<file path="config.mk">
export PLATFORM = sky130hd
export DESIGN_NAME = cmdseq_decoder
export DESIGN_NICKNAME = d
export VERILOG_FILES = /design/src/rtl/cmdseq_pkg.sv /design/src/rtl/cmdseq_capture.sv /design/src/rtl/cmdseq_fsm.sv /design/src/rtl/cmdseq_idrom.sv /design/src/rtl/cmdseq_decoder.sv
export SDC_FILE = /design/constraint.sdc
export NUM_CORES = 1
export LEC_CHECK = 0
export ABC_CLOCK_PERIOD_IN_PS = 4700
export BUFFER_PORTS_ARGS = -buffer_cell sky130_fd_sc_hd__buf_2
export CORE_AREA = 2 2 92 94
export CTS_BUF_LIST = sky130_fd_sc_hd__clkbuf_16
export DETAILED_ROUTE_END_ITERATION = 6
export DIE_AREA = 0 0 94 96
export PLACE_DENSITY = 0.82
export SKIP_LAST_GASP = 1
export SYNTH_ARGS = -nofsm -noshare
export SYNTH_HDL_FRONTEND = slang
export SYNTH_SLANG_ARGS = --single-unit
</file>
<file path="constraint.sdc">
create_clock -name clk -period 4.7 [get_ports clk]
set_clock_uncertainty 0.15 [all_clocks]
set_input_delay 0.94 -clock clk [delete_from_list [all_inputs] [get_ports clk]]
set_output_delay 0.94 -clock clk [all_outputs]
set_load 0.02 [all_outputs]
</file>
<file path="src/rtl/cmdseq_pkg.sv">
package cmdseq_pkg;
    localparam int CMP_W = 15;
    localparam logic [CMP_W-1:0] KEY_ADDR_A = 15'h5555;
    localparam logic [CMP_W-1:0] KEY_ADDR_B = 15'h2AAA;
    localparam logic [7:0] KEY_DATA_A  = 8'hAA;
    localparam logic [7:0] KEY_DATA_B  = 8'h55;
    localparam logic [7:0] OP_PROGRAM  = 8'hA0;
    localparam logic [7:0] OP_ERASE    = 8'h80;
    localparam logic [7:0] OP_ID_ENTER = 8'h90;
    localparam logic [7:0] OP_ID_LEAVE = 8'hF0;
    localparam logic [7:0] OP_SECTOR   = 8'h30;
    localparam logic [7:0] OP_BANK     = 8'h10;

    typedef enum logic [2:0] {
        ST_IDLE,
        ST_KEY1,
        ST_KEY2,
        ST_PROG_ARM,
        ST_ERA_PFX,
        ST_ERA_KEY1,
        ST_ERA_KEY2
    } seq_state_e;

    typedef enum logic [1:0] {
        CK_NONE   = 2'd0,
        CK_PROG   = 2'd1,
        CK_SECTOR = 2'd2,
        CK_BANK   = 2'd3
    } cmd_kind_e;
endpackage

</file>
<file path="src/rtl/cmdseq_capture.sv">
module cmdseq_capture #(
    parameter int AW   = 19,
    parameter int DW   = 8,
    parameter int SYNC = 2
) (
    input  logic          clk,
    input  logic          rst_n,
    input  logic [AW-1:0] addr_i,
    input  logic [DW-1:0] data_i,
    input  logic          sel_n_i,
    input  logic          wr_n_i,
    input  logic          oe_n_i,
    output logic          cyc_valid_o,
    output logic [AW-1:0] cyc_addr_o,
    output logic [DW-1:0] cyc_data_o
);
    localparam int TOP = SYNC - 1;

    typedef struct packed {
        logic [SYNC-1:0]         wr;
        logic [SYNC-1:0]         sel;
        logic [SYNC-1:0]         oe;
        logic [SYNC-1:0][AW-1:0] addr;
        logic [SYNC-1:0][DW-1:0] data;
        logic                    wr_prev;
        logic                    valid;
        logic [AW-1:0]           cap_addr;
        logic [DW-1:0]           cap_data;
    } cap_t;

    cap_t cap_d, cap_q;
    logic rise_ok;

    always_comb begin
        cap_d = cap_q;
        cap_d.wr[0]   = wr_n_i;
        cap_d.sel[0]  = sel_n_i;
        cap_d.oe[0]   = oe_n_i;
        cap_d.addr[0] = addr_i;
        cap_d.data[0] = data_i;
        for (int i = 1; i < SYNC; i++) begin
            cap_d.wr[i]   = cap_q.wr[i-1];
            cap_d.sel[i]  = cap_q.sel[i-1];
            cap_d.oe[i]   = cap_q.oe[i-1];
            cap_d.addr[i] = cap_q.addr[i-1];
            cap_d.data[i] = cap_q.data[i-1];
        end
        cap_d.wr_prev = cap_q.wr[TOP];
        // completed write: strobe just rose with bank selected and output disabled
        rise_ok = cap_q.wr[TOP] & ~cap_q.wr_prev & ~cap_q.sel[TOP] & cap_q.oe[TOP];
        cap_d.valid = rise_ok;
        if (rise_ok) begin
            cap_d.cap_addr = cap_q.addr[TOP];
            cap_d.cap_data = cap_q.data[TOP];
        end
    end

    always_ff @(posedge clk or negedge rst_n) begin
        if (!rst_n) begin
            cap_q          <= '0;
            cap_q.wr       <= '1;
            cap_q.sel      <= '1;
            cap_q.oe       <= '1;
            cap_q.wr_prev  <= 1'b1;
        end else begin
            cap_q <= cap_d;
        end
    end

    assign cyc_valid_o = cap_q.valid;
    assign cyc_addr_o  = cap_q.cap_addr;
    assign cyc_data_o  = cap_q.cap_data;

    // a captured write can never repeat in the following clock
    a_r10_cycle_single: assert property (@(posedge clk) disable iff (!rst_n)
        cyc_valid_o |=> !cyc_valid_o);
endmodule

</file>
<file path="src/rtl/cmdseq_fsm.sv">
module cmdseq_fsm
    import cmdseq_pkg::*;
#(
    parameter int AW       = 19,
    parameter int DW       = 8,
    parameter int SECT_LSB = 12
) (
    input  logic          clk,
    input  logic          rst_n,
    input  logic          busy_i,
    input  logic          cyc_valid_i,
    input  logic [AW-1:0] cyc_addr_i,
    input  logic [DW-1:0] cyc_data_i,
    output logic          cmd_valid_o,
    output logic [1:0]    cmd_kind_o,
    output logic [AW-1:0] cmd_addr_o,
    output logic [DW-1:0] cmd_data_o,
    output logic          id_mode_o
);
    localparam int SECT_W = AW - SECT_LSB;

    typedef struct packed {
        seq_state_e    st;
        logic          valid;
        cmd_kind_e     kind;
        logic [AW-1:0] addr;
        logic [DW-1:0] data;
        logic          id;
    } fsm_t;

    fsm_t f_d, f_q;
    logic at_a, at_b;
    logic [SECT_W-1:0] sect_idx;

    always_comb begin
        f_d       = f_q;
        f_d.valid = 1'b0;
        at_a      = cyc_addr_i[CMP_W-1:0] == KEY_ADDR_A;
        at_b      = cyc_addr_i[CMP_W-1:0] == KEY_ADDR_B;
        sect_idx  = cyc_addr_i[AW-1:SECT_LSB];
        if (busy_i) begin
            f_d.st = ST_IDLE;
        end else if (cyc_valid_i) begin
            f_d.st = ST_IDLE;
            unique case (f_q.st)
                ST_IDLE: begin
                    if (at_a && cyc_data_i == KEY_DATA_A) f_d.st = ST_KEY1;
                end
                ST_KEY1: begin
                    if (at_b && cyc_data_i == KEY_DATA_B) f_d.st = ST_KEY2;
                end
                ST_KEY2: begin
                    if (at_a) begin
                        unique case (cyc_data_i)
                            OP_PROGRAM:  f_d.st = ST_PROG_ARM;
                            OP_ERASE:    f_d.st = ST_ERA_PFX;
                            OP_ID_ENTER: f_d.id = 1'b1;
                            OP_ID_LEAVE: f_d.id = 1'b0;
                            default:     f_d.st = ST_IDLE;
                        endcase
                    end
                end
                ST_PROG_ARM: begin
                    f_d.valid = 1'b1;
                    f_d.kind  = CK_PROG;
                    f_d.addr  = cyc_addr_i;
                    f_d.data  = cyc_data_i;
                end
                ST_ERA_PFX: begin
                    if (at_a && cyc_data_i == KEY_DATA_A) f_d.st = ST_ERA_KEY1;
                end
                ST_ERA_KEY1: begin
                    if (at_b && cyc_data_i == KEY_DATA_B) f_d.st = ST_ERA_KEY2;
                end
                ST_ERA_KEY2: begin
                    if (cyc_data_i == OP_SECTOR) begin
                        f_d.valid = 1'b1;
                        f_d.kind  = CK_SECTOR;
                        f_d.addr  = {sect_idx, {SECT_LSB{1'b0}}};
                        f_d.data  = cyc_data_i;
                    end else if (cyc_data_i == OP_BANK && at_a) begin
                        f_d.valid = 1'b1;
                        f_d.kind  = CK_BANK;
                        f_d.addr  = '0;
                        f_d.data  = cyc_data_i;
                    end
                end
                default: f_d.st = ST_IDLE;
            endcase
        end
    end

    always_ff @(posedge clk or negedge rst_n) begin
        if (!rst_n) begin
            f_q      <= '0;
            f_q.st   <= ST_IDLE;
            f_q.kind <= CK_NONE;
        end else begin
            f_q <= f_d;
        end
    end

    assign cmd_valid_o = f_q.valid;
    assign cmd_kind_o  = f_q.kind;
    assign cmd_addr_o  = f_q.addr;
    assign cmd_data_o  = f_q.data;
    assign id_mode_o   = f_q.id;

    // the command pulse lasts a single clock
    a_r10_pulse_single: assert property (@(posedge clk) disable iff (!rst_n)
        cmd_valid_o |=> !cmd_valid_o);
    // a write arriving while busy never yields a command
    a_r8_busy_no_cmd: assert property (@(posedge clk) disable iff (!rst_n)
        (busy_i && cyc_valid_i) |=> !cmd_valid_o);
    // identification mode is frozen while busy
    a_r8_busy_id_stable: assert property (@(posedge clk) disable iff (!rst_n)
        busy_i |=> $stable(id_mode_o));
    // every completed command leaves the sequencer idle
    a_r7_idle_after_cmd: assert property (@(posedge clk) disable iff (!rst_n)
        cmd_valid_o |-> f_q.st == ST_IDLE);
    // identification mode only changes after a captured write
    a_r5_id_needs_write: assert property (@(posedge clk) disable iff (!rst_n)
        !cyc_valid_i |=> $stable(id_mode_o));
endmodule

</file>
<file path="src/rtl/cmdseq_idrom.sv">
module cmdseq_idrom #(
    parameter int         AW     = 19,
    parameter logic [7:0] MFR_ID = 8'hBF,
    parameter logic [7:0] DEV_ID = 8'h17
) (
    input  logic [AW-1:0] addr_i,
    output logic [7:0]    rdata_o
);
    logic upper_zero;

    always_comb begin
        upper_zero = addr_i[AW-1:1] == '0;
        if (!upper_zero)     rdata_o = 8'h00;
        else if (addr_i[0])  rdata_o = DEV_ID;
        else                 rdata_o = MFR_ID;
        // outside the two identification locations the byte is zero
        a_r6_id_outside: assert (upper_zero || rdata_o == 8'h00);
    end
endmodule

</file>
<file path="src/rtl/cmdseq_decoder.sv">
module cmdseq_decoder #(
    parameter int         AW       = 19,
    parameter int         SYNC     = 2,
    parameter int         SECT_LSB = 12,
    parameter logic [7:0] DEV_ID   = 8'h17
) (
    input  logic          clk,
    input  logic          rst_n,
    input  logic [AW-1:0] bus_addr_i,
    input  logic [7:0]    bus_data_i,
    input  logic          flash_sel_n_i,
    input  logic          wr_strobe_n_i,
    input  logic          out_en_n_i,
    input  logic          op_busy_i,
    output logic          cmd_valid_o,
    output logic [1:0]    cmd_kind_o,
    output logic [AW-1:0] cmd_addr_o,
    output logic [7:0]    cmd_data_o,
    output logic          id_mode_o,
    output logic [7:0]    id_rdata_o
);
    localparam int DW = 8;

    logic          cyc_valid;
    logic [AW-1:0] cyc_addr;
    logic [DW-1:0] cyc_data;

    cmdseq_capture #(.AW(AW), .DW(DW), .SYNC(SYNC)) u_capture (
        .clk        (clk),
        .rst_n      (rst_n),
        .addr_i     (bus_addr_i),
        .data_i     (bus_data_i),
        .sel_n_i    (flash_sel_n_i),
        .wr_n_i     (wr_strobe_n_i),
        .oe_n_i     (out_en_n_i),
        .cyc_valid_o(cyc_valid),
        .cyc_addr_o (cyc_addr),
        .cyc_data_o (cyc_data)
    );

    cmdseq_fsm #(.AW(AW), .DW(DW), .SECT_LSB(SECT_LSB)) u_fsm (
        .clk        (clk),
        .rst_n      (rst_n),
        .busy_i     (op_busy_i),
        .cyc_valid_i(cyc_valid),
        .cyc_addr_i (cyc_addr),
        .cyc_data_i (cyc_data),
        .cmd_valid_o(cmd_valid_o),
        .cmd_kind_o (cmd_kind_o),
        .cmd_addr_o (cmd_addr_o),
        .cmd_data_o (cmd_data_o),
        .id_mode_o  (id_mode_o)
    );

    cmdseq_idrom #(.AW(AW), .MFR_ID(8'hBF), .DEV_ID(DEV_ID)) u_idrom (
        .addr_i (bus_addr_i),
        .rdata_o(id_rdata_o)
    );

    // a program command always carries kind 1..3, never the empty code
    a_r2_kind_nonzero: assert property (@(posedge clk) disable iff (!rst_n)
        cmd_valid_o |-> cmd_kind_o != 2'd0);
endmodule

</file>
; Word-level counts from Yosys, hierarchy flattened
; Cells that the tools add are included.
; W data, S select, Z words.
[word_totals]
regBits = 123
output_inout_bits = 39
word_cells = 68
[classes]
n_eq_ne = 17
muxes = 18
n_bitwise = 6
reduce_logical = 10
[op_table]
columns = operator, n
row1 = $mux W30, 2
row2 = $pmux W30 S2, 1
row3 = $eq A8 B8 Y1 const B, 5
row4 = $mux W34, 1
row5 = $mux W31, 1
row6 = $logic_not A18 Y1, 1
row7 = $mux W8, 2
row8 = $eq A15 B14 Y1 const B, 1
row9 = $eq A15 B15 Y1 const B, 1
row10 = $pmux W3 S5, 1
row11 = $mux W3, 4
row12 = $eq A3 B3 Y1 const B, 3
row13 = $eq A8 B5 Y1 const B, 1
row14 = $eq A8 B6 Y1 const B, 1
row15 = $eq A8 B7 Y1 const B, 1
row16 = $eq A3 B2 Y1 const B, 2
row17 = $pmux W3 S2, 1
row18 = $reduce_bool A2 Y1, 3
row19 = $reduce_and A5 Y1, 1
row20 = $reduce_and A4 Y1, 1
row21 = $and A1 B1 Y1, 3
row22 = $eq A3 B1 Y1 const B, 1
row23 = $logic_and A1 B1 Y1, 3
row24 = $logic_not A3 Y1, 1
row25 = 5 further kinds, 9

; Logic depth before layout (Yosys ltp)
; Gate-level depths: netlist (run 1).
[depth]
word_depth = 7
ltp_mapped = 6
depth_no_buf = 5

; Hierarchy
; A second synthesis (run 1) with hierarchy kept.
[unflattened]
hier_cells = 346
hier_area_um2 = 4875.9
[modules_own_cells]
columns = mod, n_inst, cells_each, area_per_inst_um2, seq_area_each_um2
row1 = cmdseq_capture, 1, 147, 2877.8, 2235.9
row2 = cmdseq_fsm, 1, 182, 1878.1, 850.8
row3 = cmdseq_idrom, 1, 17, 120.1, 0.0

; Worst setup path after synthesis (run 1)
; No wires, ideal clock.
[synth_timing]
kind = input-to-output
start = in bus_addr_i[13]
end = out id_rdata_o[5]
t_arrival_ns = 2.627
slack_ns = 0.983
cell_stages = 3
n_path_buf = 1
cell_sequence = or4_1 nor4_1 buf_4
[synth_between]
elab_chain_len = 2
[synth_lines]
columns = item, line
row1 = start: declaration, cmdseq_decoder.sv:9  ; input logic [AW-1:0] bus_addr_i,
row2 = $logic_not A18 Y1, cmdseq_idrom.sv:12  ; upper_zero = addr_i[AW-1:1] == '0;
row3 = $mux W8, cmdseq_idrom.sv:13  ; if (!upper_zero) rdata_o = 8'h00;
row4 = end: declaration, cmdseq_decoder.sv:20  ; output logic [7:0] id_rdata_o
; No other way between the ends.

; Worst setup path after layout (run 1)
[layout_timing]
start = in bus_addr_i[13]
end = out id_rdata_o[3]
; The elaborated chain is that of the path after synthesis.

==> flow_summary_export.csv, run 1 <==
group,metric,value,unit
logic_synthesis,synth_area,0.004732,mm^2
logic_synthesis,synth.yosys.warnings,0,
route,avgViaCountPerCell,5.481,
route,wl_met2,4392,um
worst_setup_path,cp.arrival,2280,ps
timing,worst_pin_slew,970.7,ps
clock_network,clockRootBuffer,"clkbuf_16",
worst_setup_path,critPathLaunchType,"primary input",
die,die_x,94,um
timing,hold_viol,0,
min_path,holdPathStages,0,
route,drt_first_iter_violations,99,
route,dr.pass1.iters,4,
clock_network,postCtsHoldBufs,0,
clock_network,htreeDepth,4,
clock_network,post_cts_buffers,0,
power_and_ir_drop,p_comb_share,5.6,%
worst_setup_path,ff2ff_setup_slack,2400,ps
worst_setup_path,endpoint_kind,"primary output",
finish,final_area,0.005548,mm^2
worst_setup_path,timing.rr.end,"u_fsm.cmd_addr_o[17]$_DFFE_PN0P_",
worst_setup_path,worstRegToRegCells,5,
logic_synthesis,synthesis.nets,369,
timing,max_freq,296.5,MHz
clock_network,cts_tree,"yes",
timing,fin_tns_setup,0,ps
power_and_ir_drop,internal-power,0.002051,W
grt,first_global_vias,2694,
logic_synthesis,syn-instance-count,336,
timing,period_needed,3373,ps
grt,antenna_found_initial,0,
route,drc,0,
timing,rsz0062_at_grt,"false",
clock_network,clkTransAtPathRegs,50,ps
clock_network,cts-resized-gates,0,
grt,grt_pass1_wl,14150,um
worst_setup_path,cp.required,3610,ps
power_and_ir_drop,power.density,481.5,mW/mm^2
logic_synthesis,ys_types,61,
power_and_ir_drop,p_sw,0.0006200,W
clock_network,clkSinkCount,123,
logic_synthesis,yosysTopAreaCell,"dfrtp_1",
die,num_rows,33,
logic_synthesis,async_reset_ff_share,100.0,%
worst_setup_path,r2r_start,"u_fsm.f_q[33]$_DFFE_PN0P_",
finish,final_nets,418,
finish,final_common_cell,"dfrtp_1",
timing,slew_viol_final,0,
clock_network,clk_path_buf_depth,2,
timing,setup_violations,0,
route,route.met3.wl,466,um
route,wl,8730,um
logic_synthesis,synth_top_area_share,61.34,%
grt,grt_max_degree,84,
route,ant_nets,0,
power_and_ir_drop,p_leak,2.625,nW
min_path,min-delay-start,"u_capture.cap_d[74]$_DFF_PN0_",
timing,relSlewSlack,35.29,%
placement,dpl_cell_area,0.004949,mm^2
placement,dp_hpwl,5570,um
power_and_ir_drop,power.share.clock,48.7,%
clock_network,clk_latency,410,ps
finish,diodes,0,
logic_synthesis,yosysSeqAreaShare,65.23,%
run_status,status,"completed",
power_and_ir_drop,finalPower,0.002671,W
logic_synthesis,ys.flop_type,"dfrtp_1",
placement,port_buffers,70,
route,drt-wirelength-per-cell,17.36,um
power_and_ir_drop,peakVddDrop,0.2967,mV
logic_synthesis,synth_edf_count,0,
clock_network,cts_inserted_buffers,17,
min_path,hold_end,"u_capture.cap_q[74]$_DFF_PN0_",
grt,grt-ovfl-total,0,
power_and_ir_drop,seq_power_share,45.7,%
die,die_h,96,um
finish,drive_above_1_share,40.95,%
min_path,hp-class,"reg2reg",
grt,grt_use_total,21.54,%
die,core_area,0.008051,mm^2
worst_setup_path,path_class,"in2out",
finish,final_cell_mix,"dfrtp_1, buf_2, nand2_1",
placement,place_congestion,0.8159,
die,boundaryPins,72,
logic_synthesis,ys_ff_latch,123,
logic_synthesis,avgSynthCellArea,14.08,um^2
die,start_util,58.77,%
worst_setup_path,cp_max_fo,3,
route,via_count,2757,
route,top_layer,"met4",
power_and_ir_drop,swShare,23.21,%
job,maxCapViolations,0,
route,m1WireLength,3762,um
die,die-area,0.009024,mm^2
timing,finalCritPeriodShare,71.76,%
logic_synthesis,synthTopCellsByArea,"dfrtp_1, buf_4, mux2_2",
finish,area_growth,17.24,%
-- kinds of logic (layout without fill, tap and decap cells) --
group	after synthesis	in the layout	share of synthesized area [%]
and+or+nand+nor	88	88	11.98
AOI/OAI and AO/OA	45	45	7.536
other	1	1	0.07925
muxes	32	32	8.250
buffers and inverters	47	109	6.927
DFF	123	123	65.23
-- metrics by stage --
stage	hold slack, ps	worst slack (ps)	instances	util [%]
after global placement	182.6	1405	471	61.46
after detailed placement	184.7	1291	471	61.46
final	196.0	1327	503	68.90
after global routing	200.5	1242	503	68.90
after floorplan	181.2	983.0	336	-
after CTS	198.7	1286	503	68.90
-- layer usage --
metal | track usage (%) | vias to the layer above
met5 | 0 | -
met4 | 8.696 | 0
met3 | 6.265 | 10
met2 | 34.17 | 96
met1 | 28.29 | 1390
li1 | - | 1261
-- worst max-delay path, stage by stage --
cell and delay [ps]:
buf_2 100, or4_1 570, nor4_1 420, buf_2 250
-- Yosys cell counts, types with 2 or more instances --
| cell type | number |
|---|---|
| nand4bb_1 | 2 |
| o21ai_1 | 10 |
| o21ai_0 | 8 |
| buf_4 | 37 |
| nor4bb_1 | 2 |
| inv_1 | 3 |
| a22o_1 | 6 |
| nand3_1 | 2 |
| and3_1 | 3 |
| dfrtp_1 | 116 |
| buf_2 | 4 |
| nor2_1 | 5 |
| mux2_4 | 8 |
| nand4_1 | 4 |
| and4bb_2 | 2 |
| nor4_1 | 6 |
| dfstp_2 | 7 |
| nand4b_1 | 2 |
| nand2_1 | 37 |
| or4bb_1 | 2 |
| a21boi_0 | 7 |
| mux2_2 | 24 |
-- worst max-delay path by stage --
stage,startpoint,endpoint,slack [ps],cells past startpoint
final,bus_addr_i[13],id_rdata_o[3],1330,4
after global routing,bus_addr_i[13],id_rdata_o[3],1240,4
after CTS,bus_addr_i[13],id_rdata_o[3],1290,4
after detailed placement,bus_addr_i[13],id_rdata_o[3],1290,4
after global placement,bus_addr_i[13],id_rdata_o[7],1400,4
after floorplan,bus_addr_i[13],id_rdata_o[5],980,3
-- state kept, by name (all words and copies together) (netlist names) --
name and count:
u_capture.cap_d 31, u_fsm.id_mode_o 1, u_capture.cyc_data_o 8, u_fsm.cmd_valid_o 1, u_fsm.cmd_kind_o 2, u_fsm.f_q 3, u_fsm.cmd_data_o 8, u_capture.cyc_addr_o 19
u_fsm.cmd_addr_o 19, u_capture.cap_q 30, u_capture.cyc_valid_o 1
-- area by class of cell --
| class | instances | area [um^2] |
|---|---|---|
| Clock buffer | 17 | 425.4 |
| Sequential cell | 123 | 3087 |
| Clock inverter | 15 | 173.9 |
| Timing Repair Buffer | 73 | 375.4 |
| Fill cell | 552 | 2504 |
| Tap cell | 105 | 131.4 |
| Multi-Input combinational cell | 166 | 1333 |
| Inverter | 4 | 22.52 |
-- power groups by stage --
| stage | Sequential (W) | Clock (W) | Combinational (W) |
|---|---|---|---|
| floorplan | 0.00120 | 0 | 0.0000981 |
| global placement | 0.00123 | 0 | 0.000144 |
| detailed placement | 0.00123 | 0 | 0.000150 |
| CTS | 0.00122 | 0.00132 | 0.000154 |
| global route | 0.00123 | 0.00137 | 0.000167 |
| finish | 0.00122 | 0.00130 | 0.000150 |
(Power assumes the default switching activity.)
==> run 2: changes to the inputs <==
--- a/config.mk
+++ b/config.mk
@@ -5,13 +5,13 @@
 export SDC_FILE = /design/constraint.sdc
 export NUM_CORES = 1
 export LEC_CHECK = 0
-export ABC_CLOCK_PERIOD_IN_PS = 4700
+export ABC_CLOCK_PERIOD_IN_PS = 3000
 export BUFFER_PORTS_ARGS = -buffer_cell sky130_fd_sc_hd__buf_2
-export CORE_AREA = 2 2 92 94
+export CORE_AREA = 2 2 100 102
 export CTS_BUF_LIST = sky130_fd_sc_hd__clkbuf_16
 export DETAILED_ROUTE_END_ITERATION = 6
-export DIE_AREA = 0 0 94 96
-export PLACE_DENSITY = 0.82
+export DIE_AREA = 0 0 102 104
+export PLACE_DENSITY = 0.74
 export SKIP_LAST_GASP = 1
 export SYNTH_ARGS = -nofsm -noshare
 export SYNTH_HDL_FRONTEND = slang
==> constraint.sdc (replaced) <==
create_clock -name clk -period 3 [get_ports clk]
set_clock_uncertainty 0.15 [all_clocks]
set_input_delay 0.6 -clock clk [delete_from_list [all_inputs] [get_ports clk]]
set_output_delay 0.6 -clock clk [all_outputs]
set_load 0.02 [all_outputs]
==> run 2 against run 1 <==
Effect of this change: sequential share of layout area decreased by 0.61 points; setup slack got worse by 920 ps; via count decreased by 1.2%; sequential cell count unchanged.
==> flow_summary_export.csv, run 2 (synthesis results as in run 1) <==
group,metric,value,unit
clock_network,cts_inserted_buffers,17,
timing,finalCritPeriodShare,86.43,%
worst_setup_path,cp_max_fo,4,
die,die-area,0.01061,mm^2
route,drt_first_iter_violations,117,
run_status,status,"completed",
die,num_rows,36,
die,start_util,49.55,%
timing,worst_pin_slew,814.2,ps
finish,final_cells,531,
placement,place_congestion,0.8740,
grt,grt_max_degree,51,
timing,slew_viol_final,0,
die,boundaryPins,72,
clock_network,post_cts_buffers,0,
worst_setup_path,cp.arrival,1840,ps
route,via_count,2723,
power_and_ir_drop,swShare,21.80,%
route,ant_nets,0,
timing,period_needed,2593,ps
clock_network,postCtsHoldBufs,0,
power_and_ir_drop,peakVddDrop,0.3845,mV
power_and_ir_drop,p_comb_share,5.6,%
finish,final_cell_mix,"dfrtp_1, buf_2, nand2_1",
die,core_area,0.009549,mm^2
clock_network,clkTransAtPathRegs,50,ps
timing,hold_viol,0,
die,die_h,104,um
clock_network,cts-resized-gates,0,
clock_network,clkSinkCount,123,
timing,fin_ws,407.0,ps
timing,fin_tns_setup,0,ps
grt,antenna_found_initial,0,
finish,area_growth,18.54,%
timing,rsz0062_at_grt,"false",
placement,dp_hpwl,5681,um
worst_setup_path,path_class,"in2out",
clock_network,cts_tree,"yes",
grt,grt-ovfl-total,0,
power_and_ir_drop,seq_power_share,45.4,%
clock_network,clockRootBuffer,"clkbuf_16",
power_and_ir_drop,power.density,748.6,mW/mm^2
die,die_x,102,um
placement,port_buffers,70,
power_and_ir_drop,p_leak,2.642,nW
worst_setup_path,cp.required,2250,ps
finish,final_nets,418,
finish,n_fill_cell,781,
grt,grt_use_total,17.72,%
worst_setup_path,critPathLaunchType,"primary input",
timing,setup_violations,0,
timing,worst_hold_slack,0.1508,ps
clock_network,clk_path_buf_depth,2,
worst_setup_path,endpoint_kind,"primary output",
job,maxCapViolations,0,
route,dr.pass1.iters,4,
finish,final_common_cell,"dfrtp_1",
min_path,hp-class,"in2async",
power_and_ir_drop,power.share.clock,49.0,%
placement,dp_cells,499,
finish,diodes,0,
timing,relSlewSlack,45.52,%
grt,grt_pass1_wl,14020,um
finish,drive_above_1_share,41.21,%
power_and_ir_drop,p_sw,0.0009155,W
clock_network,clk_latency,410,ps
power_and_ir_drop,internal-power,0.003284,W
route,drc,0,
timing,max_freq,385.6,MHz
finish,largest_register_ffs,31,
route,avgViaCountPerCell,5.128,
worst_setup_path,worstRegToRegCells,5,
route,drt-wirelength-per-cell,15.77,um
placement,place_ws,384.3,ps
grt,first_global_vias,2836,
route,wl,8376,um
clock_network,htreeDepth,4,
==> run 2: cell count changes in the layout (fill, tap and decap cells not counted), sizes merged <==
cell,previous run,this run
bufinv,3,4
clkinvlp,3,2
clkinv,6,8
inv,7,5
==> run 2: metal layers <==
metal | vias up | GRT usage, % | wire (um)
met5 | - | 0 | 0
met4 | 0 | 8.476 | 179
met3 | 14 | 6.452 | 484
met2 | 76 | 27.11 | 4178
met1 | 1383 | 22.30 | 3533
li1 | 1250 | - | -
==> run 2: final timing paths <==
kind	from	slack (ps)	endpoint
worst min-delay path	rst_n	0.2	u_capture.cyc_addr_o[13]$_DFFE_PN0P_
worst min register to register	u_capture.cap_d[41]$_DFF_PN0_	190	u_capture.cap_q[41]$_DFF_PN0_
min in group clk	wr_strobe_n_i	140	u_capture.cap_d[88]$_DFF_PN1_
worst max-delay path	bus_addr_i[13]	410	id_rdata_o[0]
max in group asynchronous	rst_n	1890	u_capture.cyc_addr_o[6]$_DFFE_PN0P_
worst max register to register	u_fsm.f_q[33]$_DFFE_PN0P_	750	u_fsm.cmd_addr_o[18]$_DFFE_PN0P_
==> run 2: area by class of cell <==
class | instances | area, um^2 | share of cell area [%]
Clock buffer | 17 | 425.4 | 7.584
Sequential cell | 123 | 3087 | 55.03
Timing Repair Buffer | 73 | 387.9 | 6.915
Inverter | 4 | 22.52 | 0.4015
Tap cell | 133 | 166.4 | 2.967
Clock inverter | 15 | 181.4 | 3.234
Multi-Input combinational cell | 166 | 1339 | 23.87
==> run 2: power by group through the flow <==
| stage | clock network (W) | logic (W) | registers [W] |
|---|---|---|---|
| after global routing | 0.00218 | 0.000262 | 0.00192 |
| final | 0.00206 | 0.000237 | 0.00191 |
| after CTS | 0.00209 | 0.000241 | 0.00190 |
| after global placement | 0 | 0.000226 | 0.00193 |
| after detailed placement | 0 | 0.000237 | 0.00193 |
| after floorplan | 0 | 0.000154 | 0.00188 |
==> run 2: worst max-delay path: stages <==
cell and delay (ps):
buf_2 100, or4_1 570, nor3_1 340, buf_2 230
==> run 2: through the flow <==
stage	utilization [%]	instance area [um^2]	power (W)
global placement	52.38	5002	0.002152
global route	58.74	5609	0.004364
CTS	58.74	5609	0.004238
floorplan	-	4738	0.002039
finish	58.74	5609	0.004199
detailed placement	52.38	5002	0.002167
